**config.mk**
```make
export PLATFORM = sky130hd
export DESIGN_NAME = wdg_keyed
export DESIGN_NICKNAME = d
export VERILOG_FILES = /design/src/rtl/wdg_pkg.sv /design/src/rtl/wdg_count.sv /design/src/rtl/wdg_ctrl.sv /design/src/rtl/wdg_keyed.sv
export SDC_FILE = /design/constraint.sdc
export NUM_CORES = 1
export LEC_CHECK = 0
export ABC_AREA = 1
export CORE_UTILIZATION = 54
export DETAILED_ROUTE_END_ITERATION = 10
export PLACE_DENSITY = 0.77
export REMOVE_ABC_BUFFERS = 1
export SLEW_MARGIN = 20
export SYNTH_ARGS = -nofsm -noshare
export SYNTH_HDL_FRONTEND = slang
export SYNTH_SLANG_ARGS = --single-unit
```
**constraint.sdc**
```tcl
create_clock -name clk -period 2.1 [get_ports clk]
set_input_delay 0.42 -clock clk [delete_from_list [all_inputs] [get_ports clk]]
set_output_delay 0.42 -clock clk [all_outputs]
set_load 0.02 [all_outputs]
```
**src/rtl/wdg_pkg.sv**
```systemverilog
package wdg_pkg;
  localparam logic [7:0] KEY_ARM   = 8'h55;
  localparam logic [7:0] KEY_CLEAR = 8'hAA;

  typedef struct packed {
    logic clearPost;
    logic advance;
  } wdgStrobe_t;
endpackage

```
**src/rtl/wdg_count.sv**
```systemverilog
module wdg_count
  import wdg_pkg::*;
#(
  parameter int PRE_BITS  = 15,
  parameter int RATE_W    = 2,
  parameter int RATE_STEP = 2
) (
  input  logic              clk,
  input  logic              rstN,
  input  wdgStrobe_t        strobe,
  input  logic [RATE_W-1:0] rateSel,
  output logic              baseTick,
  output logic              atLimit
);
  localparam int POST_W = RATE_STEP * ((1 << RATE_W) - 1) + 1;
  localparam logic [POST_W-1:0] MAX_LIMIT = POST_W'(1) << (POST_W - 1);

  logic [PRE_BITS-1:0] preCnt;
  logic [POST_W-1:0]   postCnt;
  logic [POST_W-1:0]   limitVal;

  // free-running prescaler: only the system reset clears it
  always_ff @(posedge clk or negedge rstN) begin
    if (!rstN) preCnt <= '0;
    else       preCnt <= preCnt + PRE_BITS'(1);
  end

  assign baseTick = &preCnt;
  assign limitVal = POST_W'(1) << (RATE_STEP * int'(rateSel));
  assign atLimit  = (postCnt == limitVal);

  always_ff @(posedge clk or negedge rstN) begin
    if (!rstN)                 postCnt <= '0;
    else if (strobe.clearPost) postCnt <= '0;
    else if (strobe.advance)   postCnt <= postCnt + POST_W'(1);
  end

  a_r2_prescale_wrap: assert property (@(posedge clk) disable iff (!rstN)
    baseTick |=> (preCnt == '0));
  a_r5_post_cleared: assert property (@(posedge clk) disable iff (!rstN)
    strobe.clearPost |=> (postCnt == '0));
  a_r3_post_bounded: assert property (@(posedge clk) disable iff (!rstN)
    postCnt <= MAX_LIMIT);
endmodule

```
**src/rtl/wdg_ctrl.sv**
```systemverilog
module wdg_ctrl
  import wdg_pkg::*;
(
  input  logic       clk,
  input  logic       rstN,
  input  logic       enable,
  input  logic       wrEn,
  input  logic       wrSel,
  input  logic [7:0] wrData,
  input  logic       baseTick,
  input  logic       atLimit,
  output wdgStrobe_t strobe,
  output logic       resetReq
);
  logic armed;
  logic tripped;
  logic live;
  logic svcWrite;
  logic svcClear;
  logic expire;

  assign live     = enable & ~tripped;
  assign svcWrite = wrEn & wrSel;
  assign svcClear = svcWrite & (wrData == KEY_CLEAR) & armed;
  assign expire   = live & baseTick & atLimit & ~svcClear;

  assign strobe.clearPost = ~live | svcClear | expire;
  assign strobe.advance   = baseTick & ~atLimit;

  always_ff @(posedge clk or negedge rstN) begin
    if (!rstN) begin
      armed    <= 1'b0;
      tripped  <= 1'b0;
      resetReq <= 1'b0;
    end else begin
      resetReq <= expire;
      if (expire) tripped <= 1'b1;
      if (!live || expire)  armed <= 1'b0;
      else if (svcWrite)    armed <= (wrData == KEY_ARM);
    end
  end

  a_r9_single_pulse: assert property (@(posedge clk) disable iff (!rstN)
    resetReq |=> !resetReq);
  a_r9_no_retrigger: assert property (@(posedge clk) disable iff (!rstN)
    tripped |=> !resetReq);
  a_r10_disable_disarms: assert property (@(posedge clk) disable iff (!rstN)
    !enable |=> !armed);
  a_r4_arm_key: assert property (@(posedge clk) disable iff (!rstN)
    (live && !expire && svcWrite && wrData == KEY_ARM) |=> armed);
  a_r8_bad_key_disarms: assert property (@(posedge clk) disable iff (!rstN)
    (svcWrite && wrData != KEY_ARM && wrData != KEY_CLEAR) |=> !armed);
  a_r6_foreign_write_keeps: assert property (@(posedge clk) disable iff (!rstN)
    (live && !expire && !svcWrite && armed) |=> armed);
endmodule

```
**src/rtl/wdg_keyed.sv**
```systemverilog
module wdg_keyed
  import wdg_pkg::*;
#(
  parameter int PRE_BITS  = 15,
  parameter int RATE_W    = 2,
  parameter int RATE_STEP = 2
) (
  input  logic              clk,
  input  logic              rstN,
  input  logic              enable,
  input  logic              wrEn,
  input  logic              wrSel,
  input  logic [7:0]        wrData,
  input  logic [RATE_W-1:0] rateSel,
  output logic              resetReq
);
  wdgStrobe_t strobe;
  logic       baseTick;
  logic       atLimit;

  wdg_ctrl u_ctrl (
    .clk      (clk),
    .rstN     (rstN),
    .enable   (enable),
    .wrEn     (wrEn),
    .wrSel    (wrSel),
    .wrData   (wrData),
    .baseTick (baseTick),
    .atLimit  (atLimit),
    .strobe   (strobe),
    .resetReq (resetReq)
  );

  wdg_count #(
    .PRE_BITS  (PRE_BITS),
    .RATE_W    (RATE_W),
    .RATE_STEP (RATE_STEP)
  ) u_count (
    .clk      (clk),
    .rstN     (rstN),
    .strobe   (strobe),
    .rateSel  (rateSel),
    .baseTick (baseTick),
    .atLimit  (atLimit)
  );
endmodule

```
==> results of run 1 <==
[report_power, final]
group          switching (mW)  total, mW  internal [mW]
clock network           0.137      0.211         0.0744
logic                  0.0326     0.0658         0.0332
registers                   0      0.481          0.481
total                   0.169      0.758          0.589
[cell type report]
type | instances | share of cell area
inverters | 27 | 0.0635
clock buffers | 4 | 0.0165
flip-flops and latches | 25 | 0.392
multi-input cells | 127 | 0.407
repair buffers | 16 | 0.0988
well taps | 28 | 0.0220
[path summary, 6_finish.rpt]
check / end / from
min in group clk: u_count.preCnt[0] / u_count.preCnt[0]
hold reg to reg: u_count.preCnt[0] / u_count.preCnt[0]
hold / removal: u_count.preCnt[9] / rstN
setup / recovery: resetReq / u_ctrl.resetReq
setup reg to reg: u_count.postCnt[3] / u_count.preCnt[0]
max in group asynchronous: u_count.preCnt[5] / rstN
[flip-flops by register name, summed over array words and instances, names as in the netlist]
name / count
u_count.postCnt: 7
u_ctrl.resetReq: 1
u_count.preCnt: 15
u_ctrl.armed: 1
u_ctrl.tripped: 1
[cell usage in the layout, fill, tap and decap left out]
cell type / n
nand3b_1: 1
ha_1: 2
buf_4: 1
o21ai_0: 1
dfrtp_1: 25
clkbuf_4: 3
and3_1: 1
clkdlybuf4s50_1: 15
nand2_2: 1
nand3_2: 1
nor2_1: 25
xor2_1: 11
nand2_1: 51
nor2_2: 2
nor3_1: 3
nand3_1: 13
nand4_1: 8
nor3_4: 1
inv_1: 26
inv_2: 1
a21oi_1: 1
clkbuf_1: 1
xnor2_1: 5
[metal layers]
metal,track usage,vias to the layer above,share of wire
met4,0.114,0,0.022
met2,0.380,24,0.46
met5,0,-,0
li1,-,597,-
met3,0.0406,5,0.045
met1,0.265,525,0.47
[logic make-up after synthesis]
logic type / synth area share
buf+inv: 0.0770
flops: 0.453
fa+ha+maj: 0.0181
compound gates: 0.00724
simple gates: 0.343
xor+xnor: 0.101
[through the flow]
| stage | cells | setup slack [ns] | area (um^2) | hold slack (ns) | power (mW) |
|---|---|---|---|---|---|
| after floorplan | 179 | 0.669 | 1380 | 0.124 | 0.513 |
| after global placement | 223 | 0.321 | 1570 | 0.435 | 0.555 |
| after detailed placement | 223 | 0.271 | 1570 | 0.440 | 0.557 |
| after CTS | 227 | 0.423 | 1600 | 0.438 | 0.768 |
| after global routing | 227 | 0.266 | 1600 | 0.461 | 0.787 |
| final | 227 | 0.443 | 1600 | 0.431 | 0.758 |
==> impl_metrics.yaml, run 1 <==
outcome:
  status: "finished, final reports clean"
synthesis:
  seq_area_frac_synth: 0.453
  yosys_warnings: 0
  yosys-top-cells-area: "dfrtp_1 45%, nand2_1 14%, inv_1 7.1%"
  synth_edf_count: 0
  synth_cells: 180
  synth_common_cells: "51 x nand2_1, 26 x inv_1, 25 x dfrtp_1, 25 x nor2_1, 13 x nand3_1"
  synth_most_common_cell: "nand2_1"
  synth_seq_cells: 25
  synth_top_area_share: 0.453
  synth-async-reset-ratio: 1.00
  synth.distinct_cells: 20
  synth.cell_area_um2: 1380
  synth.avg_cell_area_um2: 7.67
  synth-main-ff-cell: "dfrtp_1"
  synth_area_leader_cell: "dfrtp_1"
grt:
  grt.total_usage: 0.223
  grt_pass1_vias: 1098
  grt_pass1_wl_mm: 4.42
  grt_overflow: 0
  antenna_found_initial: 0
  grt_max_degree: 26
critical_path:
  crit_arrival_ns: 1.24
  end_kind: "output pin"
  path_class: "reg2out"
  critPathBufInv: 1
  max_stage_delay_ns: 0.59
  ff2ff_path_depth: 8
  cp-start-kind: "register"
  path_depth: 1
  crit_chain: "clkdlybuf4s50_1"
  cp.required_ns: 1.68
  critPathTopFamily: "buffers and inverters"
  r2r_slack_ns: 0.45
  cp_max_fo: 1
  crit_slowest_cell: "clkdlybuf4s50_1"
route:
  wl_per_cell_um: 11.3
  drt_wl_total_mm: 2.56
  ant_nets: 0
  drt-initial-drc-count: 31
  vias: 1151
  viasPerCell: 5.07
  firstDrtPassIters: 4
  drc: 0
layout:
  fin_nets: 217
  drive_gt1_frac: 0.0503
  area_growth_pct: 15.5
  fillers: 193
  multi_input_area_um2: 649
  seqCellArea_um2: 626
  utilization: 0.688
  antenna_cells: 0
clock_tree:
  clkLatencyLatePin_ns: 0.32
  cts_resized: 0
  cts_setup_buffers: 0
  clock_path_buffers: 2
  cts_root_buffer: "clkbuf_4"
  cts_hold_buf: 0
  clkTransAtPathRegs_ns: 0.14
  cts_buffers: 3
  cts.sinks: 25
  cts_tree: "yes"
  htreeDepth: 1
sta:
  hold_violations: 0
  fin_crit_ns: 1.66
  tns_ns: 0
  worst_clock_skew_ns: 0.0188
  fmax_ghz: 0.603
  drv_slew: 0
  worst_pin_slew_ns: 0.400
  post-route-period-util: 0.789
  setup-violations-final: 0
  relSlewSlack: 0.732
  rsz0062_at_grt: "false"
place:
  gp_congestion: 0.878
  dp_hpwl_mm: 1.92
  io_buffers: 15
power_and_ir_drop:
  powerDensity_nw_per_um2: 475
  leakage_nw: 0.887
  ir_worst_vdd_mv: 0.522
die:
  start_util: 0.596
  pin_count: 16
  dieArea_um2: 2760
  die_x_um: 52.6
  num_rows: 17
  die_h_um: 52.6
  core_area_um2: 2320
worst_hold_path:
  hp-class: "in2async"
flow_run:
  maxCapViolCount: 0
No activity file was read; power rests on OpenSTA's default activity.
==> inputs of run 2 (changes only) <==
CORE_ASPECT_RATIO = 2   (was default)
CORE_UTILIZATION = 49   (was 54)
PLACE_DENSITY = 0.74   (was 0.77)
clock period = 1.4 ns   (was 2.1 ns; I/O delays follow)
==> run 2 against run 1 <==
The run now ends with setup timing left. Clock power rose by 98%. Routed wire length is 17% higher. Die area is 10% higher. Combinational power is 58% higher. Non-clock buffer count up 17. Cell area increased by 13%. Worst setup slack got worse by 0.55 ns. Total power up 64%. Clock-buffer cell count unchanged. Critical path depth rose by 7. Clock skew decreased by 0.011 ns. Global-route usage fell by 0.091 points. Critical path type is now reg2reg. Critical endpoint is now u_count.postCnt[0]. Highest routed layer unchanged.
==> impl_metrics.yaml, run 2 (synthesis results as in run 1) <==
outcome:
  status: "complete, but fails checks"
  violations: "setup timing"
layout:
  fillers: 219
  top_regs: "u_count.preCnt: 15 flops, u_count.postCnt: 7 flops"
  design_area_um2: 1810
  largest_reg_flops: 15
  fin_nets: 234
  layout.cells.non_filler: 244
  layout_common_cells: "49 x nand2_1, 25 x inv_1, 25 x dfrtp_1"
  antenna_cells: 0
  top_register: "u_count.preCnt"
  final_common_cell: "nand2_1"
  drive_gt1_frac: 0.176
  area_growth_pct: 30.9
  utilization: 0.695
place:
  io_buffers: 15
  dp_cells: 235
  gp_congestion: 0.726
  dp_hpwl_mm: 2.25
  place_area_um2: 1660
critical_path:
  crit_chain: "ha_4 > nand2_4 > nor2_4 > nand2_4 > nor3_4 > buf_6 > nand4_1 > nand2_1"
  cpMostUsedCell: "nand2_4"
  r2r_slack_ns: -0.11
  path_depth: 8
  cp.required_ns: 1.61
  end_kind: "register"
  crit_arrival_ns: 1.72
  critPathTopFamily: "simple AND/OR/NAND/NOR gates"
  path_class: "reg2reg"
  cp-start-kind: "register"
  crit_slowest_cell: "dfrtp_1"
  r2r_start: "u_count.preCnt[1]"
  ff2ff_path_depth: 8
  r2r_end: "u_count.postCnt[0]"
  max_stage_delay_ns: 0.39
  critPathBufInv: 1
  cp_max_fo: 7
route:
  wl_per_cell_um: 12.2
  viasPerCell: 5.07
  ant_nets: 0
  vias: 1236
  drt-initial-drc-count: 27
  drt_wl_total_mm: 2.98
  drc: 0
  firstDrtPassIters: 4
clock_tree:
  clkLatencyLatePin_ns: 0.27
  htreeDepth: 1
  clock_path_buffers: 2
  clkTransAtPathRegs_ns: 0.08
  cts_root_buffer: "clkbuf_8"
  cts_hold_buf: 0
  cts.sinks: 25
  cts_tree: "yes"
  cts_buffers: 3
grt:
  grt_pass1_wl_mm: 4.75
  grt_overflow: 0
  grt.total_usage: 0.222
  antenna_found_initial: 0
  grt_pass1_vias: 1210
  grt_max_degree: 26
sta:
  worst_clock_skew_ns: 0.00778
  fmax_ghz: 0.664
  hold_violations: 0
  worst_pin_slew_ns: 0.311
  fin_crit_ns: 1.51
  setup_ws_ns: -0.106
  post-route-period-util: 1.08
  rsz0062_at_grt: "true"
  tns_ns: -0.769
  relSlewSlack: 0.793
  setup-violations-final: 11
  drv_slew: 0
die:
  die_h_um: 77.1
  dieArea_um2: 3050
  start_util: 0.531
  pin_count: 16
  core_area_um2: 2600
  die_x_um: 39.5
  num_rows: 26
power_and_ir_drop:
  switching_share: 0.214
  cellInternalPower_uw: 978
  ir_worst_vdd_mv: 0.812
  p_sw_uw: 266
  total_power_mw: 1.24
  powerDensity_nw_per_um2: 688
  leakage_nw: 1.02
  pwr-share-clk: 0.336
  p_comb_frac: 0.084
  seq_power_share: 0.580
flow_run:
  maxCapViolCount: 0
worst_hold_path:
  hp-class: "in2async"
-- run 2: how the worst max path moves through the flow --
stage / start / endpoint / slack [ns]
after CTS: u_count.preCnt[0] / u_count.postCnt[1] / -0.06
after global placement: rateSel[1] / u_ctrl.armed / -0.24
after detailed placement: rateSel[1] / u_count.postCnt[5] / -0.29
final: u_count.preCnt[1] / u_count.postCnt[0] / -0.11
after floorplan: u_count.preCnt[0] / u_ctrl.armed / -0.03
after global routing: u_count.preCnt[1] / u_count.postCnt[0] / -0.24
-- run 2: layer usage --
| metal | GRT usage | routed length, um |
|---|---|---|
| met1 | 0.216 | 1100 |
| met2 | 0.413 | 1780 |
| met3 | 0.0173 | 29 |
| met4 | 0.107 | 77 |
| met5 | 0 | 0 |
-- run 2: area by class of cell --
| type | instances | area [um^2] | share of cell area |
|---|---|---|---|
| well taps | 28 | 35.0 | 0.0194 |
| repair buffers | 33 | 287 | 0.158 |
| flip-flops and latches | 25 | 626 | 0.346 |
| multi-input cells | 127 | 714 | 0.395 |
| inverters | 27 | 101 | 0.0561 |
| clock buffers | 4 | 45.0 | 0.0249 |
-- run 2: power groups by stage --
stage,registers (mW),logic [mW],clock network [mW]
after global routing,0.721,0.119,0.449
after CTS,0.721,0.103,0.426
after detailed placement,0.736,0.104,0
after global placement,0.736,0.101,0
after floorplan,0.736,0.0337,0
final,0.721,0.104,0.418
-- run 2: per-stage QoR --
stage          setup slack, ns  hold WS, ns
2_1_floorplan          -0.0315      -0.0156
3_3_place_gp            -0.244        0.450
3_5_place_dp            -0.293        0.451
4_1_cts                -0.0632        0.369
5_1_grt                 -0.237        0.404
6_report                -0.106        0.355
-- run 2: repair_timing --
item | CTS | global route
gates resized for setup | 5 | 15
pin swaps | 1 | 8
setup buffers | 2 | 3
setup endpoints to repair | 10 | 16
==> inputs of run 3 (changes only) <==
REMOVE_ABC_BUFFERS = default   (was 1)
==> run 3 against run 2 <==
The run still ends with setup timing left. Critical path type unchanged. Clock skew down 0.0061 ns. Combinational power about the same. Die area unchanged. Cell area up 1.1%. Fmax up 6.3%. Cell count up 0.82%. Worst hold slack better by 0.0052 ns. Sequential power about the same.
==> impl_metrics.yaml, run 3 (synthesis results as in run 1) <==
outcome:
  status: "complete, but fails checks"
  violations: "setup timing"
clock_tree:
  cts_tree: "yes"
  clkLatencyLatePin_ns: 0.27
  cts_hold_buf: 0
  cts.sinks: 25
  clkTransAtPathRegs_ns: 0.08
  clock_path_buffers: 2
  cts_buffers: 3
  cts_root_buffer: "clkbuf_8"
  htreeDepth: 1
layout:
  fin_nets: 236
  utilization: 0.702
  layout_common_cells: "49 x nand2_1, 26 x inv_1, 25 x dfrtp_1"
  drive_gt1_frac: 0.188
  fillers: 209
  design_area_um2: 1830
  area_growth_pct: 32.3
  top_register: "u_count.preCnt"
  final_common_cell: "nand2_1"
  antenna_cells: 0
  top_regs: "u_count.preCnt: 15 flops, u_count.postCnt: 7 flops"
  largest_reg_flops: 15
sta:
  relSlewSlack: 0.793
  setup-violations-final: 6
  drv_slew: 0
  rsz0062_at_grt: "true"
  tns_ns: -0.0364
  holdWs_ns: 0.360
  worst_clock_skew_ns: 0.00173
  post-route-period-util: 1.01
  setup_ws_ns: -0.0162
  fin_crit_ns: 1.42
  worst_pin_slew_ns: 0.310
  hold_violations: 0
  fmax_ghz: 0.706
place:
  dp_slack_ns: -0.316
  place_area_um2: 1680
  io_buffers: 15
  gp_congestion: 0.698
  dp_hpwl_mm: 2.24
power_and_ir_drop:
  ir_worst_vdd_mv: 0.604
  leakage_nw: 1.02
  powerDensity_nw_per_um2: 683
grt:
  grt_pass1_wl_mm: 4.75
  antenna_found_initial: 0
  grt_max_degree: 26
  grt_pass1_vias: 1244
  grt_overflow: 0
  grt.total_usage: 0.215
critical_path:
  cp.required_ns: 1.61
  end_kind: "register"
  cpMostUsedCell: "nand2_2"
  path_class: "reg2reg"
  cp-start-kind: "register"
  crit_arrival_ns: 1.63
  cp_max_fo: 6
  max_stage_delay_ns: 0.36
  crit_chain: "ha_2 > nand2_2 > nor2_4 > nand2_2 > nor3_4 > buf_6 > nand4_1 > nand2_1"
  crit_slowest_cell: "dfrtp_1"
die:
  die_x_um: 39.5
  num_rows: 26
  dieArea_um2: 3050
  pin_count: 16
  start_util: 0.531
  core_area_um2: 2600
  die_h_um: 77.1
synthesis:
  synth_fp_nets: 197
route:
  viasPerCell: 5.08
  drc: 0
  firstDrtPassIters: 4
  drt-initial-drc-count: 32
  drt_wl_total_mm: 2.95
  vias: 1250
  wl_per_cell_um: 12.0
  ant_nets: 0
worst_hold_path:
  hp-class: "in2async"
flow_run:
  maxCapViolCount: 0
==> run 3: critical path, delay by kind of cell (launching register included) <==
kind / cells / cell delay [ns]
AND/OR/NAND/NOR: 6 / 0.64
flip-flops: 1 / 0.36
adder cells (fa/ha/maj): 1 / 0.19
buffers and inverters: 1 / 0.16
==> run 3: stage by stage <==
stage / total power [mW] / instances
after floorplan: 0.770 / 180
after global placement: 0.839 / 238
after detailed placement: 0.841 / 238
after CTS: 1.26 / 246
after global routing: 1.30 / 246
final: 1.25 / 246
==> run 3: final timing paths <==
| check | startpoint | end | slack [ns] | cells after the start |
|---|---|---|---|---|
| max | u_count.preCnt[1] | u_count.postCnt[0] | -0.02 | 8 |
| min | rstN | u_count.preCnt[13] | 0.36 | 2 |
| max reg2reg | u_count.preCnt[1] | u_count.postCnt[0] | -0.02 | 8 |
| min reg2reg | u_count.preCnt[11] | u_count.preCnt[11] | 0.47 | 1 |
| max in group asynchronous | rstN | u_ctrl.tripped | 0.80 | 2 |
| min in group clk | u_count.preCnt[11] | u_count.preCnt[11] | 0.47 | 1 |
==> run 3: cell type report <==
| type | instances | area (um^2) | share of cell area |
|---|---|---|---|
| multi-input combinational | 127 | 712 | 0.389 |
| sequential | 25 | 626 | 0.342 |
| timing repair buffer | 35 | 308 | 0.168 |
| inverter | 27 | 101 | 0.0554 |
| clock buffer | 3 | 41.3 | 0.0226 |
| tap | 28 | 35.0 | 0.0192 |
| clock inverter | 1 | 5.00 | 0.00274 |
==> run 3: what timing repair did <==
action	in CTS	in global routing
buffers inserted	4	0
pin swaps	4	8
gates resized for setup	10	10
endpoints found under the setup margin	12	17
==> run 3: routing by layer <==
metal	global-route usage	routed length, um	vias to the layer above
met4	0.0621	33	0
met1	0.204	1040	605
met3	0.0173	34	4
li1	-	-	633
met5	0	0	-
met2	0.425	1840	8
==> run 3: report_power, final <==
part           leakage [nW]  switching (mW)  internal (mW)
registers             0.330               0          0.721
clock network        0.0255           0.222          0.199
logic                 0.660          0.0516         0.0548
total                  1.02           0.273          0.975
